==> config.mk <==
export PLATFORM = sky130hd
export DESIGN_NAME = sm3x_unit
export DESIGN_NICKNAME = d
export VERILOG_FILES = /design/src/rtl/sm3x_pkg.sv /design/src/rtl/sm3x_legal.sv /design/src/rtl/sm3x_core.sv /design/src/rtl/sm3x_ctrl.sv /design/src/rtl/sm3x_unit.sv
export SDC_FILE = /design/constraint.sdc
export NUM_CORES = 1
export LEC_CHECK = 0
export BUFFER_PORTS_ARGS = -buffer_cell sky130_fd_sc_hd__buf_2
export CORE_AREA = 2 2 314 316
export CTS_CLUSTER_SIZE = 24
export DETAILED_ROUTE_END_ITERATION = 10
export DIE_AREA = 0 0 316 318
export PLACE_DENSITY = 0.56
export SETUP_SLACK_MARGIN = 0.1
export SLEW_MARGIN = 20
export SYNTH_ARGS = -nofsm -noshare
export SYNTH_HDL_FRONTEND = slang
export SYNTH_SLANG_ARGS = --single-unit
==> constraint.sdc <==
create_clock -name clk -period 4.5 [get_ports clk]
set_input_delay 0.45 -clock clk [delete_from_list [all_inputs] [get_ports clk]]
set_output_delay 0.45 -clock clk [all_outputs]
set_load 0.005 [all_outputs]
==> src/rtl/sm3x_pkg.sv <==
package sm3x_pkg;

    localparam int unsigned WORD_W   = 32;
    localparam int unsigned GRP_WRDS = 8;
    localparam int unsigned GRP_W    = WORD_W * GRP_WRDS;
    localparam logic [2:0]  SEW_32   = 3'b010;

    typedef logic [WORD_W-1:0] word_t;

    function automatic word_t rotl(input word_t x, input int unsigned n);
        return (x << n) | (x >> (WORD_W - n));
    endfunction

    function automatic word_t perm1(input word_t x);
        return x ^ rotl(x, 15) ^ rotl(x, 23);
    endfunction

    function automatic word_t byte_rev(input word_t x);
        word_t r;
        for (int b = 0; b < WORD_W / 8; b++) begin
            r[8*b +: 8] = x[WORD_W - 8*(b+1) +: 8];
        end
        return r;
    endfunction

endpackage

==> src/rtl/sm3x_legal.sv <==
module sm3x_legal
    import sm3x_pkg::*;
#(
    parameter int unsigned VL_W = 8
) (
    input  logic [VL_W-1:0] vstart,
    input  logic [2:0]      sew,
    input  logic [4:0]      vd,
    input  logic [4:0]      vs2,
    input  logic [1:0]      lmul,
    output logic            ok
);

    localparam int unsigned REG_EW = 6;

    logic [REG_EW-1:0] span;
    logic [REG_EW-1:0] vd_lo, vd_hi, s2_lo, s2_hi;
    logic              overlap;
    logic              aligned;
    logic              width_ok;

    always_comb begin
        span     = REG_EW'(1) << lmul;
        vd_lo    = {1'b0, vd};
        s2_lo    = {1'b0, vs2};
        vd_hi    = vd_lo + span;
        s2_hi    = s2_lo + span;
        overlap  = (vd_lo < s2_hi) && (s2_lo < vd_hi);
        aligned  = (vstart[2:0] == 3'b000);
        width_ok = (sew == SEW_32);
        ok       = width_ok && aligned && !overlap;
    end

endmodule

==> src/rtl/sm3x_core.sv <==
module sm3x_core
    import sm3x_pkg::*;
(
    input  logic [GRP_W-1:0] old_grp,
    input  logic [GRP_W-1:0] new_grp,
    output logic [GRP_W-1:0] next_grp
);

    localparam int unsigned SCHED_N = 3 * GRP_WRDS;

    word_t sched [SCHED_N];

    always_comb begin
        for (int k = 0; k < GRP_WRDS; k++) begin
            sched[k]            = byte_rev(old_grp[WORD_W*k +: WORD_W]);
            sched[k + GRP_WRDS] = byte_rev(new_grp[WORD_W*k +: WORD_W]);
        end
        for (int j = 2 * GRP_WRDS; j < SCHED_N; j++) begin
            sched[j] = perm1(sched[j-16] ^ sched[j-9] ^ rotl(sched[j-3], 15))
                     ^ rotl(sched[j-13], 7) ^ sched[j-6];
        end
        for (int k = 0; k < GRP_WRDS; k++) begin
            next_grp[WORD_W*k +: WORD_W] = byte_rev(sched[k + 2*GRP_WRDS]);
        end
    end

endmodule

==> src/rtl/sm3x_ctrl.sv <==
module sm3x_ctrl
    import sm3x_pkg::*;
#(
    parameter int unsigned VL_W = 8
) (
    input  logic              clk,
    input  logic              rst_n,
    input  logic              cmd_valid,
    input  logic              cmd_ok,
    input  logic [VL_W-4:0]   first_idx,
    input  logic [VL_W-4:0]   end_idx,
    output logic              cmd_ready,
    output logic              rd_en,
    output logic [VL_W-4:0]   rd_idx,
    input  logic [GRP_W-1:0]  grp_result,
    output logic              res_valid,
    output logic [VL_W-4:0]   res_idx,
    output logic [GRP_W-1:0]  res_data,
    output logic              done,
    output logic              illegal
);

    localparam int unsigned GI_W = VL_W - 3;

    typedef enum logic {PH_IDLE, PH_RUN} phase_e;

    typedef struct packed {
        phase_e            phase;
        logic [GI_W-1:0]   idx;
        logic [GI_W-1:0]   stop;
        logic              rv;
        logic [GI_W-1:0]   ri;
        logic [GRP_W-1:0]  rdat;
        logic              dn;
        logic              il;
    } ctl_t;

    ctl_t st_d, st_q;
    logic [GI_W:0] idx_inc;

    always_comb begin
        st_d    = st_q;
        st_d.rv = 1'b0;
        st_d.dn = 1'b0;
        st_d.il = 1'b0;
        idx_inc = {1'b0, st_q.idx} + 1'b1;
        case (st_q.phase)
            PH_IDLE: begin
                if (cmd_valid) begin
                    if (!cmd_ok) begin
                        st_d.il = 1'b1;
                    end else if (first_idx >= end_idx) begin
                        st_d.dn = 1'b1;
                    end else begin
                        st_d.phase = PH_RUN;
                        st_d.idx   = first_idx;
                        st_d.stop  = end_idx;
                    end
                end
            end
            PH_RUN: begin
                st_d.rv   = 1'b1;
                st_d.ri   = st_q.idx;
                st_d.rdat = grp_result;
                if (idx_inc == {1'b0, st_q.stop}) begin
                    st_d.phase = PH_IDLE;
                    st_d.dn    = 1'b1;
                end else begin
                    st_d.idx = idx_inc[GI_W-1:0];
                end
            end
            default: st_d.phase = PH_IDLE;
        endcase
    end

    always_ff @(posedge clk) begin
        if (!rst_n) begin
            st_q <= '0;
        end else begin
            st_q <= st_d;
        end
    end

    assign cmd_ready = (st_q.phase == PH_IDLE);
    assign rd_en     = (st_q.phase == PH_RUN);
    assign rd_idx    = st_q.idx;
    assign res_valid = st_q.rv;
    assign res_idx   = st_q.ri;
    assign res_data  = st_q.rdat;
    assign done      = st_q.dn;
    assign illegal   = st_q.il;

    // every read is answered by a beat for the same group
    a_r4_beat_follows_read: assert property (@(posedge clk) disable iff (!rst_n)
        rd_en |=> (res_valid && res_idx == $past(rd_idx)));

    // a legal non-empty command starts reading at its first group
    a_r3_first_read: assert property (@(posedge clk) disable iff (!rst_n)
        (cmd_valid && cmd_ready && cmd_ok && first_idx < end_idx)
        |=> (rd_en && rd_idx == $past(first_idx)));

    // reads advance by one group per cycle
    a_r3_step_one: assert property (@(posedge clk) disable iff (!rst_n)
        (rd_en && $past(rd_en)) |-> (rd_idx == $past(rd_idx) + 1'b1));

    // a beat without done means more reads are still pending
    a_r9_done_last: assert property (@(posedge clk) disable iff (!rst_n)
        (res_valid && !done) |-> rd_en);

endmodule

==> src/rtl/sm3x_unit.sv <==
module sm3x_unit
    import sm3x_pkg::*;
#(
    parameter int unsigned VL_W = 8
) (
    input  logic              clk,
    input  logic              rst_n,
    input  logic              cmd_valid,
    output logic              cmd_ready,
    input  logic [VL_W-1:0]   cmd_vl,
    input  logic [VL_W-1:0]   cmd_vstart,
    input  logic [2:0]        cmd_sew,
    input  logic [4:0]        cmd_vd,
    input  logic [4:0]        cmd_vs2,
    input  logic [1:0]        cmd_lmul,
    output logic              rd_en,
    output logic [VL_W-4:0]   rd_idx,
    input  logic [255:0]      vs1_grp,
    input  logic [255:0]      vs2_grp,
    output logic              res_valid,
    output logic [VL_W-4:0]   res_idx,
    output logic [255:0]      res_data,
    output logic              done,
    output logic              illegal
);

    localparam int unsigned GI_W = VL_W - 3;

    logic              legal_ok;
    logic [GRP_W-1:0]  expand_out;
    logic [GI_W-1:0]   first_idx;
    logic [GI_W-1:0]   end_idx;

    assign first_idx = cmd_vstart[VL_W-1:3];
    assign end_idx   = cmd_vl[VL_W-1:3];

    sm3x_legal #(.VL_W(VL_W)) u_legal (
        .vstart (cmd_vstart),
        .sew    (cmd_sew),
        .vd     (cmd_vd),
        .vs2    (cmd_vs2),
        .lmul   (cmd_lmul),
        .ok     (legal_ok)
    );

    sm3x_core u_core (
        .old_grp  (vs1_grp),
        .new_grp  (vs2_grp),
        .next_grp (expand_out)
    );

    sm3x_ctrl #(.VL_W(VL_W)) u_ctrl (
        .clk        (clk),
        .rst_n      (rst_n),
        .cmd_valid  (cmd_valid),
        .cmd_ok     (legal_ok),
        .first_idx  (first_idx),
        .end_idx    (end_idx),
        .cmd_ready  (cmd_ready),
        .rd_en      (rd_en),
        .rd_idx     (rd_idx),
        .grp_result (expand_out),
        .res_valid  (res_valid),
        .res_idx    (res_idx),
        .res_data   (res_data),
        .done       (done),
        .illegal    (illegal)
    );

    // a wrong element width is rejected
    a_r5_width: assert property (@(posedge clk) disable iff (!rst_n)
        (cmd_valid && cmd_ready && cmd_sew != 3'b010) |=> illegal);

    // an unaligned start is rejected
    a_r6_align: assert property (@(posedge clk) disable iff (!rst_n)
        (cmd_valid && cmd_ready && cmd_vstart[2:0] != 3'b000) |=> illegal);

    // identical destination and source groups are rejected
    a_r7_same_group: assert property (@(posedge clk) disable iff (!rst_n)
        (cmd_valid && cmd_ready && cmd_vd == cmd_vs2) |=> illegal);

    // a rejected command produces no read, beat or completion
    a_r8_quiet: assert property (@(posedge clk) disable iff (!rst_n)
        illegal |-> (!res_valid && !done && !rd_en));

    // the reject flag lasts one cycle
    a_r8_pulse: assert property (@(posedge clk) disable iff (!rst_n)
        illegal |=> !illegal);

endmodule

; After elaboration in Yosys (flattened, before gate mapping)
; Cells that the tools add are included.
[op_classes]
add_sub_neg = 3
magnitude_cmp = 3
eq_ne = 6
shift = 1
mux = 13
n_bitwise = 84
n_reduce_logical = 8
[ops]
columns = cell, n
row1 = XOR 32 bit, 48
row2 = bitwise OR 32 x 15 -> 32 bit, 16
row3 = 2-to-1 mux 262 bit, 1
row4 = bitwise OR 32 x 23 -> 32 bit, 8
row5 = bitwise OR 32 x 7 -> 32 bit, 8
row6 = 2-to-1 mux 11 bit, 3
row7 = adder 5 x 6 -> 6 bit, 2
row8 = < comparator 5 x 6 -> 1 bit, 2
row9 = case mux 6 bit (2 select lines), 1
row10 = AND reduction 4 bit, 2
row11 = "adder 5 x 1 -> 6 bit, second input constant", 1
row12 = == test 6 x 5 -> 1 bit, 1
row13 = "inequality test 2 bit, second input constant", 3
row14 = "<< shifter 1 x 2 -> 6 bit, first input constant", 1
row15 = >= comparator 5 bit, 1
row16 = 2-to-1 mux 1 bit, 5
row17 = 2-to-1 mux 5 bit, 1
row18 = inverter 1 bit, 4
row19 = "== test 3 x 2 -> 1 bit, second input constant", 1
row20 = logical AND 1 bit, 3
row21 = logical NOT 3 bit, 1
row22 = OR reduction 3 bit, 1
row23 = 2-to-1 mux 2 bit, 1
row24 = "inequality test 2 x 1 -> 1 bit, second input constant", 1
row25 = 2 further kinds, 2
[word_totals]
ff_bits = 275
in_bits = 546
out_inout_bits = 271

; Depth between registers and ports, before layout
; Gate-level depths: netlist (run 1).
[depth]
word_depth = 22
mapped_depth = 16

; Cells and area by module
; Synthesis (run 1) repeated with hierarchy kept, for this count alone.
[hier_totals]
hier_cells = 2768
hier_area_um2 = 30148.9
[modules_own_cells]
columns = mod, n_inst, cells_per_inst, area_each_um2
row1 = sm3x_core, 1, 1476, 17568.1
row2 = sm3x_ctrl, 1, 1211, 11980.2
row3 = sm3x_legal, 1, 81, 600.6

; Worst setup path before layout (run 1)
; OpenSTA, ideal clock, no wires.
[synth_timing]
kind = input -> register
start = input port cmd_lmul[0]
end = register u_ctrl.st_q, in the netlist u_ctrl.rd_idx[4]
setup_ps = 128
t_arrival_ps = 3205
path_slack_ps = 1167
stages = 16
path_buffers = 2
cell_sequence = nor2b_1 > clkbuf_1 > xor2_1 > ha_1 > a21oi_1 > o221ai_1 > xnor2_1 > ha_1 > a21o_1 > a21o_1 > a21o_1 > a22oi_1 > nor4b_1 > clkbuf_1 > a221oi_1 > nor2_1
[synth_via]
elab_chain_len = 8
elab_cells_between_ends = 10
classes_between = add/sub (2) / order compare (2) / eq/ne (1) / shift (1) / reduce/logical (4)
[synth_rtl]
columns = item, line
row1 = "start, declared", sm3x_unit.sv:15  ; input logic [1:0] cmd_lmul,
row2 = << shifter 1 x 2 -> 6 bit (*), sm3x_legal.sv:23  ; span = REG_EW'(1) << lmul;
row3 = "adder 5 x 6 -> 6 bit, on equally long branches", "sm3x_legal.sv:27, sm3x_legal.sv:26"
row4 = < comparator 5 x 6 -> 1 bit, sm3x_legal.sv:28  ; overlap = (vd_lo < s2_hi) && (s2_lo < vd_hi);
row5 = logical AND 1 bit (*), sm3x_legal.sv:28
row6 = logical NOT 1 bit (*), sm3x_legal.sv:31  ; ok = width_ok && aligned && !overlap;
row7 = logical AND 1 bit (*), sm3x_legal.sv:31
row8 = inequality test 2 x 1 -> 1 bit (no source line) (*), -
row9 = AND reduction 4 bit (no source line) (*), -
row10 = "end signal, assigned", sm3x_ctrl.sv:80  ; st_q <= st_d;
row11 = "end, declared", sm3x_ctrl.sv:38  ; ctl_t st_d, st_q;
; Mark *: on every way between the ends. The rest lies on a longest branch, timed or not.
; A chain may end at the register's enable or synchronous reset.

; Final worst setup path (run 1)
[layout_timing]
start = input port vs1_grp[234]
end = register u_ctrl.st_q, in the netlist u_ctrl.res_data[213]
[layout_via]
elab_chain_len = 19
elab_cells_between_ends = 24
classes_between = bitwise (24)
[layout_rtl]
columns = item, line
row1 = "start, declared", sm3x_unit.sv:18  ; input logic [255:0] vs1_grp,
row2 = XOR 32 bit (*) (2 in series), sm3x_core.sv:19  ; sched[j] = perm1(sched[j-16] ^ sched[j-9] ^ rotl(sched[j-3], 15))
row3 = bitwise OR 32 x 23 -> 32 bit / bitwise OR 32 x 15 -> 32 bit (equally long branches), sm3x_pkg.sv:11  ; return (x << n) | (x >> (WORD_W - n));
row4 = XOR 32 bit (*), sm3x_pkg.sv:15  ; return x ^ rotl(x, 15) ^ rotl(x, 23);
row5 = XOR 32 bit (*) (2 in series), sm3x_core.sv:20  ; ^ rotl(sched[j-13], 7) ^ sched[j-6];
row6 = bitwise OR 32 x 15 -> 32 bit (*), sm3x_pkg.sv:11
row7 = XOR 32 bit (*), sm3x_core.sv:19
row8 = "bitwise OR 32 x 23 -> 32 bit, or another cell as far along", sm3x_pkg.sv:11
row9 = XOR 32 bit (*), sm3x_pkg.sv:15
row10 = XOR 32 bit (*) (2 in series), sm3x_core.sv:20
row11 = bitwise OR 32 x 15 -> 32 bit (*), sm3x_pkg.sv:11
row12 = XOR 32 bit (*), sm3x_core.sv:19
row13 = bitwise OR 32 x 15 -> 32 bit / XOR 32 bit (equally long branches), "sm3x_pkg.sv:11, sm3x_core.sv:19"
row14 = XOR 32 bit / bitwise OR 32 x 23 -> 32 bit (equally long branches), "sm3x_pkg.sv:15, sm3x_pkg.sv:11"
row15 = XOR 32 bit (*), sm3x_pkg.sv:15
row16 = XOR 32 bit (*) (2 in series), sm3x_core.sv:20
; Marks and branches as above.

==> results.sh, run 1 <==
export IMPL_synth_area_top_cells="xnor2_1 24%, dfxtp_1 19%, xnor3_1 18%"
export IMPL_critPathArrivalTime_ns=4.08
export IMPL_relSlewSlack_pct=26.1
export IMPL_synth_edff_count=0
export IMPL_drt_initial_drc_count=2082
export IMPL_nets=3854
export IMPL_antenna_found_initial=32
export IMPL_routed_wire_length_per_instance_um=32.0
export IMPL_worstMarginPinSlew_ns=1.11
export IMPL_post_synth_xor_area_fraction_pct=56.9
export IMPL_floorplan_die_width_um=316
export IMPL_min_period_ns=3.56
export IMPL_synth_ff_latch_count=275
export IMPL_synth_seq_area_share_pct=19.1
export IMPL_synth_fp_nets=3295
export IMPL_netlist_instances=2729
export IMPL_drt_wl_total_um=148000
export IMPL_crit_path_cell_trace="buf_2 > xnor3_2 > xor2_1 > xnor3_2 > xnor3_1 > xnor2_1 > xor3_1 > xnor2_1 > mux2i_1 > a21o_1"
export IMPL_worst_setup_slack_for_register_to_register_paths_ns=2.03
export IMPL_setup_worst_path_start_class="input pin"
export IMPL_endpoint_kind="flip-flop"
export IMPL_grt_max_degree=130
export IMPL_overflow_left_after_global_routing=0
export IMPL_timing_hold_worst_class="in -> reg"
export IMPL_place_detailed_hpwl_um=130000
export IMPL_pin_count=817
export IMPL_worst_path_stages=10
export IMPL_critical_path_max_stage_delay_ns=0.65
export IMPL_fmaxAchievable_ghz=0.281
export IMPL_cts_root_buf="clkbuf_16"
export IMPL_worstPathMaxFanout=4
export IMPL_detail_route_antenna_nets=0
export IMPL_worstPathBufferInverterCount=1
export IMPL_post_synth_top_flop="dfxtp_1"
export IMPL_crit_slowest_cell="xnor2_1"
export IMPL_number_of_clock_sinks=275
export IMPL_regToRegEndpoint="u_ctrl.rd_idx[0]$_SDFFE_PN0P_"
export IMPL_core_area_um2=97400
export IMPL_post_synth_cell_area_avg_um2=10.5
export IMPL_ys_async_sr_fraction_pct=0
export IMPL_r2r_start="u_ctrl.rd_idx[0]$_SDFFE_PN0P_"
export IMPL_synth_simple_gate_area_share_pct=5.96
export IMPL_timing_final_hold_violations=0
export IMPL_criticalPathCategory="in -> reg"
export IMPL_power_leakage_nw=15.6
export IMPL_ir_drop_worst_vdd_mv=0.554
export IMPL_hold_buffers=0
export IMPL_mappedNetlistArea_um2=28800
export IMPL_tritoncts="done"
export IMPL_largest_family_of_logic_cells_by_synthesized_area="XOR/XNOR gates"
export IMPL_netlist_cell_type_count=57
export IMPL_clk_latency_ns=0.62
export IMPL_grt_first_pass_wirelength_um=191000
export IMPL_port_buffers=813
export IMPL_synth_largest_area_cell="xnor2_1"
export IMPL_drv_cap=0
export IMPL_post_cts_resized_instances=0
export IMPL_worst_r2r_cell_count=9
export IMPL_synth_mux_area_share_pct=6.26
export IMPL_min_period_over_period_pct=79.1
export IMPL_area_enclosed_by_the_die_boundary_um2=100000
export IMPL_synth_top_area_share_pct=24.0
export IMPL_largest_buffer_count_on_any_clock_path=3
export IMPL_floorplan_rows=115
export IMPL_timing_clock_skew_ns=0.0502
export IMPL_yosys_warnings=0
export IMPL_worstPathRequired_ns=5.02
export IMPL_routed_via_count=21893
export IMPL_final_core_util_pct=34.8
export IMPL_clk_transition_reported_paths_ns=0.06
export IMPL_finalMaxSlewViolations=0
export IMPL_gp_routability_congestion=0.993
export IMPL_share_of_final_layout_standard_cells_stronger_than_drive_strength_1_pct=30.6
export IMPL_drt_drc_violations_left=0
export IMPL_path_delay_family="XOR/XNOR gates"
export IMPL_cts_htree_levels=2
export IMPL_cts_inserted_buffers=39
export IMPL_critical_path_endpoint="u_ctrl.res_data[213]$_SDFFE_PN0P_"
export IMPL_die_height_um=318
export IMPL_drt_pre_antenna_iters=5
export IMPL_post_cts_setup_buffer_count=0
export IMPL_critPathLaunch="vs1_grp[234]"
export IMPL_yosys_area_share_adder_pct=0.940
export IMPL_grt_total_usage_pct=28.5
export IMPL_setup_viol=0
export IMPL_effective_utilization_at_floorplan_pct=29.5
export IMPL_powerDensity_nw_per_um2=888
export IMPL_syn_to_final_growth_pct=18.0
export IMPL_post_drt_via_cell_ratio=4.74
export IMPL_run_status="finished clean"
export IMPL_finalSetupTns_ns=0
export IMPL_compound_cell_area_share_of_the_yosys_netlist_pct=2.70
export IMPL_grt_pass1_vias=21147
export IMPL_unrepaired_setup_endpoints_after_global_routing="no"
==> power by group <==
part           internal [mW]  total [mW]  switching (mW)
registers               2.46        2.48          0.0165
logic                   11.2        24.2            13.0
clock network           2.04        3.43            1.39
==> metrics by stage <==
stage	setup slack, ns	std cells	hold WS, ns	area, µm²	total power [mW]
floorplan	1.17	2729	0.423	28800	19.5
global placement	0.403	4534	0.434	32500	26.4
detailed placement	0.451	4534	0.441	32500	26.4
CTS	1.07	4605	0.0767	33900	29.9
global route	0.935	4608	0.0967	33900	31.3
finish	0.939	4615	0.119	33900	30.1
==> routing by layer <==
| metal | up-vias | track usage [%] | wire length (µm) |
|---|---|---|---|
| met2 | 1132 | 45.9 | 67400 |
| li1 | 9810 | - | - |
| met3 | 172 | 7.15 | 13900 |
| met5 | - | 0 | 232 |
| met1 | 10743 | 37.7 | 62100 |
| met4 | 36 | 7.49 | 4250 |
==> cell type report <==
cell class | count | area, µm²
diodes | 10 | 25.0
well taps | 1287 | 1610
clock inverters | 23 | 309
clock buffers | 48 | 1060
flip-flops and latches | 275 | 5510
repair buffers | 854 | 4400
multi-input cells | 2104 | 21000
fillers | 10104 | 63500
inverters | 14 | 57.6
==> placed cells by master (no fill, tap or decap), types with 5 or more instances in the layout <==
cell type  netlist  final
a21o_1          13     13
a21oi_1         38     38
a221o_1         11     11
buf_2            2    813
buf_4          268     39
bufinv_16        0      6
clkbuf_1        50      5
clkbuf_16        0     40
clkinv_2         0      7
dfxtp_1        275    274
diode_2          0     10
ha_1            20     20
inv_1           11     11
inv_6            0      5
mux2i_1        180    180
nand2_1         72     71
nand2b_1        14     14
nand3_1         33     33
nand3b_1         7      7
nor2_1         226    225
nor2b_1          8      8
nor3_1          11     11
o21ai_0         25     25
o21ai_1          5      5
or2_2            7      7
or3_1            9      9
xnor2_1        788    788
xnor2_2         44     44
xnor2_4          9      9
xnor3_1        226    226
xnor3_2         23     23
xor2_1         272    272
xor3_1          16     16
==> worst min-delay path by stage <==
stage | start | end | slack [ns] | cells after the start
after floorplan | u_ctrl.res_data[199]$_SDFFE_PN0P_ | u_ctrl.res_data[199]$_SDFFE_PN0P_ | 0.42 | 2
after global placement | u_ctrl.res_data[240]$_SDFFE_PN0P_ | u_ctrl.res_data[240]$_SDFFE_PN0P_ | 0.43 | 2
after detailed placement | u_ctrl.res_data[249]$_SDFFE_PN0P_ | u_ctrl.res_data[249]$_SDFFE_PN0P_ | 0.44 | 2
after CTS | cmd_vl[5] | u_ctrl.st_q[266]$_SDFFE_PN0P_ | 0.08 | 3
after global routing | cmd_vl[5] | u_ctrl.st_q[266]$_SDFFE_PN0P_ | 0.1 | 3
final | cmd_valid | u_ctrl.illegal$_SDFF_PP0_ | 0.12 | 2
==> state kept, by name (all words and copies together), names as in the netlist <==
register and cells:
u_ctrl.rd_en 1, u_ctrl.illegal 1, u_ctrl.done 1, u_ctrl.rd_idx 5
u_ctrl.res_valid 1, u_ctrl.st_q 5, u_ctrl.res_data 256, u_ctrl.res_idx 5
==> logic make-up (layout without fill, tap and decap cells) <==
| kind of cell | after synthesis | after routing |
|---|---|---|
| other | 0 | 10 |
| AOI/OAI and AO/OA | 120 | 120 |
| adders and majority gates | 22 | 22 |
| and+or+nand+nor | 399 | 399 |
| xor gates and xnor gates | 1383 | 1383 |
| DFF | 275 | 275 |
| buffers and inverters | 350 | 939 |
| muxes | 180 | 180 |
==> synthesized netlist by cell type (3+ instances only) <==
master    instances
xnor3_1         226
o21a_1            4
xor2_1          272
buf_1            16
nor4_1            3
xnor3_2          23
or3_1             9
dfxtp_1         275
xnor2_1         788
a221o_1          11
xnor2_4           9
nand3b_1          7
a22oi_1           4
o211ai_1          3
ha_1             20
nor3_1           11
xor3_1           16
a22o_1            3
a21oi_1          38
o21ai_1           5
nor2b_1           8
xnor2_2          44
mux2i_1         180
nand2_1          72
nor2_1          226
nand2b_1         14
or2_2             7
o21ai_0          25
nand3_1          33
buf_4           268
inv_1            11
a21o_1           13
clkbuf_1         50
==> worst register-to-register path: cells and delay by family (launching register included) <==
kind / cells / cell delay [ns]
AOI/OAI and AO/OA: 2 / 0.46
xor gates and xnor gates: 2 / 0.41
adders and majority gates: 1 / 0.28
and+or+nand+nor: 4 / 0.68
DFF: 1 / 0.49
(Power assumes the default switching activity.)
==> inputs of run 2 (changes only) <==
- ABC_AREA: not set -> 1
- CORE_AREA: 2 2 314 316 -> 2 2 318 320
- DIE_AREA: 0 0 316 318 -> 0 0 320 322
- PLACE_DENSITY: 0.56 -> 0.65
- clock period: 4.5 -> 3.55 ns (I/O delays scaled with it)
==> results.sh, run 2 <==
export IMPL_critPathLaunch="vs2_grp[49]"
export IMPL_worstPathBufferInverterCount=6
export IMPL_drt_wl_total_um=210000
export IMPL_critical_path_endpoint="u_ctrl.res_data[190]$_SDFFE_PN0P_"
export IMPL_regToRegEndpoint="u_ctrl.rd_idx[4]$_SDFFE_PN0P_"
export IMPL_cts_inserted_buffers=36
export IMPL_grt_first_pass_wirelength_um=289000
export IMPL_timing_hold_worst_class="in -> reg"
export IMPL_final_fill_count=11081
export IMPL_finalMaxSlewViolations=0
export IMPL_die_height_um=322
export IMPL_post_cts_setup_buffer_count=0
export IMPL_effective_utilization_at_floorplan_pct=37.7
export IMPL_synth_seq_area_share_pct=14.7
export IMPL_yosys_warnings=0
export IMPL_multi_input_comb_area_um2=25500
export IMPL_synth_most_common_cell="nand2_1"
export IMPL_drt_initial_drc_count=5087
export IMPL_crit_slowest_cell="xor2_1"
export IMPL_worst_r2r_cell_count=7
export IMPL_critPathArrivalTime_ns=3.44
export IMPL_timing_clock_skew_ns=0.0214
export IMPL_port_buffers=813
export IMPL_critPathMostFrequentCell="xor2_1"
export IMPL_synth_edff_count=0
export IMPL_mappedNetlistArea_um2=37500
export IMPL_internal_power_mw=9.74
export IMPL_grt_max_degree=154
export IMPL_place_detailed_hpwl_um=186000
export IMPL_ir_drop_worst_vdd_mv=0.341
export IMPL_clock_power_share_pct=19.2
export IMPL_clk_transition_reported_paths_ns=0.06
export IMPL_drt_drc_violations_left=0
export IMPL_synth_fp_nets=7459
export IMPL_synth_ff_latch_count=275
export IMPL_routed_wire_length_per_instance_um=23.6
export IMPL_overflow_left_after_global_routing=0
export IMPL_pin_count=817
export IMPL_pwr_share_comb_pct=65.9
export IMPL_antenna_found_initial=53
export IMPL_unrepaired_setup_endpoints_after_global_routing="no"
export IMPL_synth_area_top_cells="nand2_1 27%, nand3_1 15%, dfxtp_1 15%"
export IMPL_ys_async_sr_fraction_pct=0
export IMPL_floorplan_rows=116
export IMPL_post_synth_cell_area_avg_um2=5.44
export IMPL_nets=8142
export IMPL_core_area_um2=99600
export IMPL_synth_largest_area_cell="nand2_1"
export IMPL_post_synth_top_flop="dfxtp_1"
export IMPL_powerDensity_nw_per_um2=479
export IMPL_hold_buffers=0
export IMPL_share_of_final_layout_standard_cells_stronger_than_drive_strength_1_pct=16.9
export IMPL_cts_root_buf="clkbuf_16"
export IMPL_drt_pre_antenna_iters=6
export IMPL_hold_path_startpoint="cmd_vl[3]"
export IMPL_worstPathRequired_ns=4.04
export IMPL_gp_routability_congestion=1.06
export IMPL_fmaxAchievable_ghz=0.339
export IMPL_crit_path_cell_trace="buf_2 > xnor2_1 > buf_4 > xor2_1 > buf_4 > xor2_1 > xor2_1 > xor2_1 > inv_1 > nand2_1 > nand2_1 > xor2_1 > inv_1 > o21ai_1 > a21oi_1 > buf_4 > nor2_1"
export IMPL_cts_htree_levels=2
export IMPL_netlist_instances=6893
export IMPL_setup_worst_path_start_class="input pin"
export IMPL_netlist_cell_type_count=46
export IMPL_relSlewSlack_pct=32.6
export IMPL_tritoncts="done"
export IMPL_finalSetupTns_ns=0
export IMPL_setup_viol=0
export IMPL_area_enclosed_by_the_die_boundary_um2=103000
export IMPL_min_period_over_period_pct=83.1
export IMPL_grt_total_usage_pct=39.4
export IMPL_power_leakage_nw=27.8
export IMPL_criticalPathCategory="in -> reg"
export IMPL_final_cell_mix="2717 x nand2_1, 1136 x nand3_1, 1061 x inv_1"
export IMPL_path_delay_family="XOR/XNOR gates"
export IMPL_storage_element_area_um2=5510
export IMPL_clk_latency_ns=0.62
export IMPL_critical_path_max_stage_delay_ns=0.39
export IMPL_r2r_start="u_ctrl.rd_en$_SDFF_PN0_"
export IMPL_run_status="finished clean"
export IMPL_worstPathMaxFanout=3
export IMPL_detail_route_antenna_nets=0
export IMPL_p_sw_mw=11.2
export IMPL_timing_final_hold_violations=0
export IMPL_final_core_util_pct=43.9
export IMPL_largest_buffer_count_on_any_clock_path=3
export IMPL_post_cts_resized_instances=0
export IMPL_pwr_share_seq_pct=14.9
export IMPL_worst_path_stages=17
export IMPL_worstMarginPinSlew_ns=1.01
export IMPL_grt_pass1_vias=41065
export IMPL_synth_top_area_share_pct=27.2
export IMPL_number_of_clock_sinks=275
export IMPL_floorplan_die_width_um=320
export IMPL_min_period_ns=2.95
export IMPL_power_share_switching_pct=53.4
export IMPL_synthTopCellsByCount="2718 x nand2_1, 1136 x nand3_1, 1062 x inv_1, 295 x xor2_1, 275 x dfxtp_1"
export IMPL_post_drt_via_cell_ratio=5.15
export IMPL_endpoint_kind="flip-flop"
export IMPL_drv_cap=0
export IMPL_routed_via_count=45997
export IMPL_flip_flop_count_of_the_largest_register_after_layout=256
export IMPL_syn_to_final_growth_pct=16.4
export IMPL_worst_setup_slack_for_register_to_register_paths_ns=1.44
export IMPL_mostFrequentLayoutCell="nand2_1"
run 2: changes by cell type after synthesis, moves of 37 or more:
cell	change
inv_1	+1051
xnor3_1	-226
o211ai_1	+74
mux2i_1	-180
nand2_2	+121
nand3_1	+1103
nand2_1	+2646
o21ai_0	+100
nand3b_1	+71
xnor2_2	-37
nor2_1	-38
xnor2_1	-554
run 2: through the flow:
stage	hold WS (ns)	area, µm²	setup WS (ns)	std cells	power (mW)
detailed placement	0.459	42400	0.0352	8836	16.5
global placement	0.456	42400	0.0655	8836	16.4
finish	0.0331	43700	0.599	8931	20.9
global route	0.0431	43600	0.345	8913	22.3
floorplan	0.450	37500	0.448	6893	11.3
CTS	0.00874	43600	0.659	8900	20.6
run 2: power groups by stage:
stage / Combinational, mW / Clock [mW] / Sequential, mW
5_1_grt: 15.0 / 4.19 / 3.11
4_1_cts: 13.4 / 4.06 / 3.11
2_1_floorplan: 8.09 / 0 / 3.18
6_report: 13.8 / 4.02 / 3.11
3_3_place_gp: 13.2 / 0 / 3.18
3_5_place_dp: 13.3 / 0 / 3.18
run 2: layout make-up:
type	instances	area share (%)
timing repair buffer	1007	12.9
clock inverter	15	0.493
clock buffer	49	2.34
inverter	1090	9.37
multi-input combinational	5166	58.4
antenna	31	0.178
tap	1298	3.72
sequential	275	12.6
run 2: kinds of logic after synthesis:
logic type | Yosys count | synth area share (%)
simple gates | 4299 | 49.2
xor+xnor | 560 | 13.7
buf+inv | 1452 | 17.3
fa+ha+maj | 20 | 0.667
flops | 275 | 14.7
compound gates | 287 | 4.41
run 2: worst min path at each step:
stage / endpoint / slack, ns / cells after the start
2_1_floorplan: u_ctrl.res_data[0]$_SDFFE_PN0P_ / 0.45 / 2
3_5_place_dp: u_ctrl.res_data[29]$_SDFFE_PN0P_ / 0.46 / 2
5_1_grt: u_ctrl.st_q[264]$_SDFFE_PN0P_ / 0.04 / 3
3_3_place_gp: u_ctrl.res_data[76]$_SDFFE_PN0P_ / 0.46 / 2
6_report: u_ctrl.st_q[264]$_SDFFE_PN0P_ / 0.03 / 3
4_1_cts: u_ctrl.st_q[264]$_SDFFE_PN0P_ / 0.009 / 3
run 2: per-layer routing:
metal / part of all wire, % / up-vias / track usage (%) / wire, µm
met1: 41 / 20993 / 50.2 / 87000
met5: 0.13 / - / 0 / 271
met4: 7.0 / 38 / 23.3 / 14800
met2: 41 / 2050 / 59.8 / 86800
met3: 10 / 483 / 10.2 / 21600
li1: - / 22433 / - / -
run 2: worst min-delay path, stage by stage:
cell and delay [ns]:
buf_2 0.10, nor2_1 0.05, nor2_1 0.09
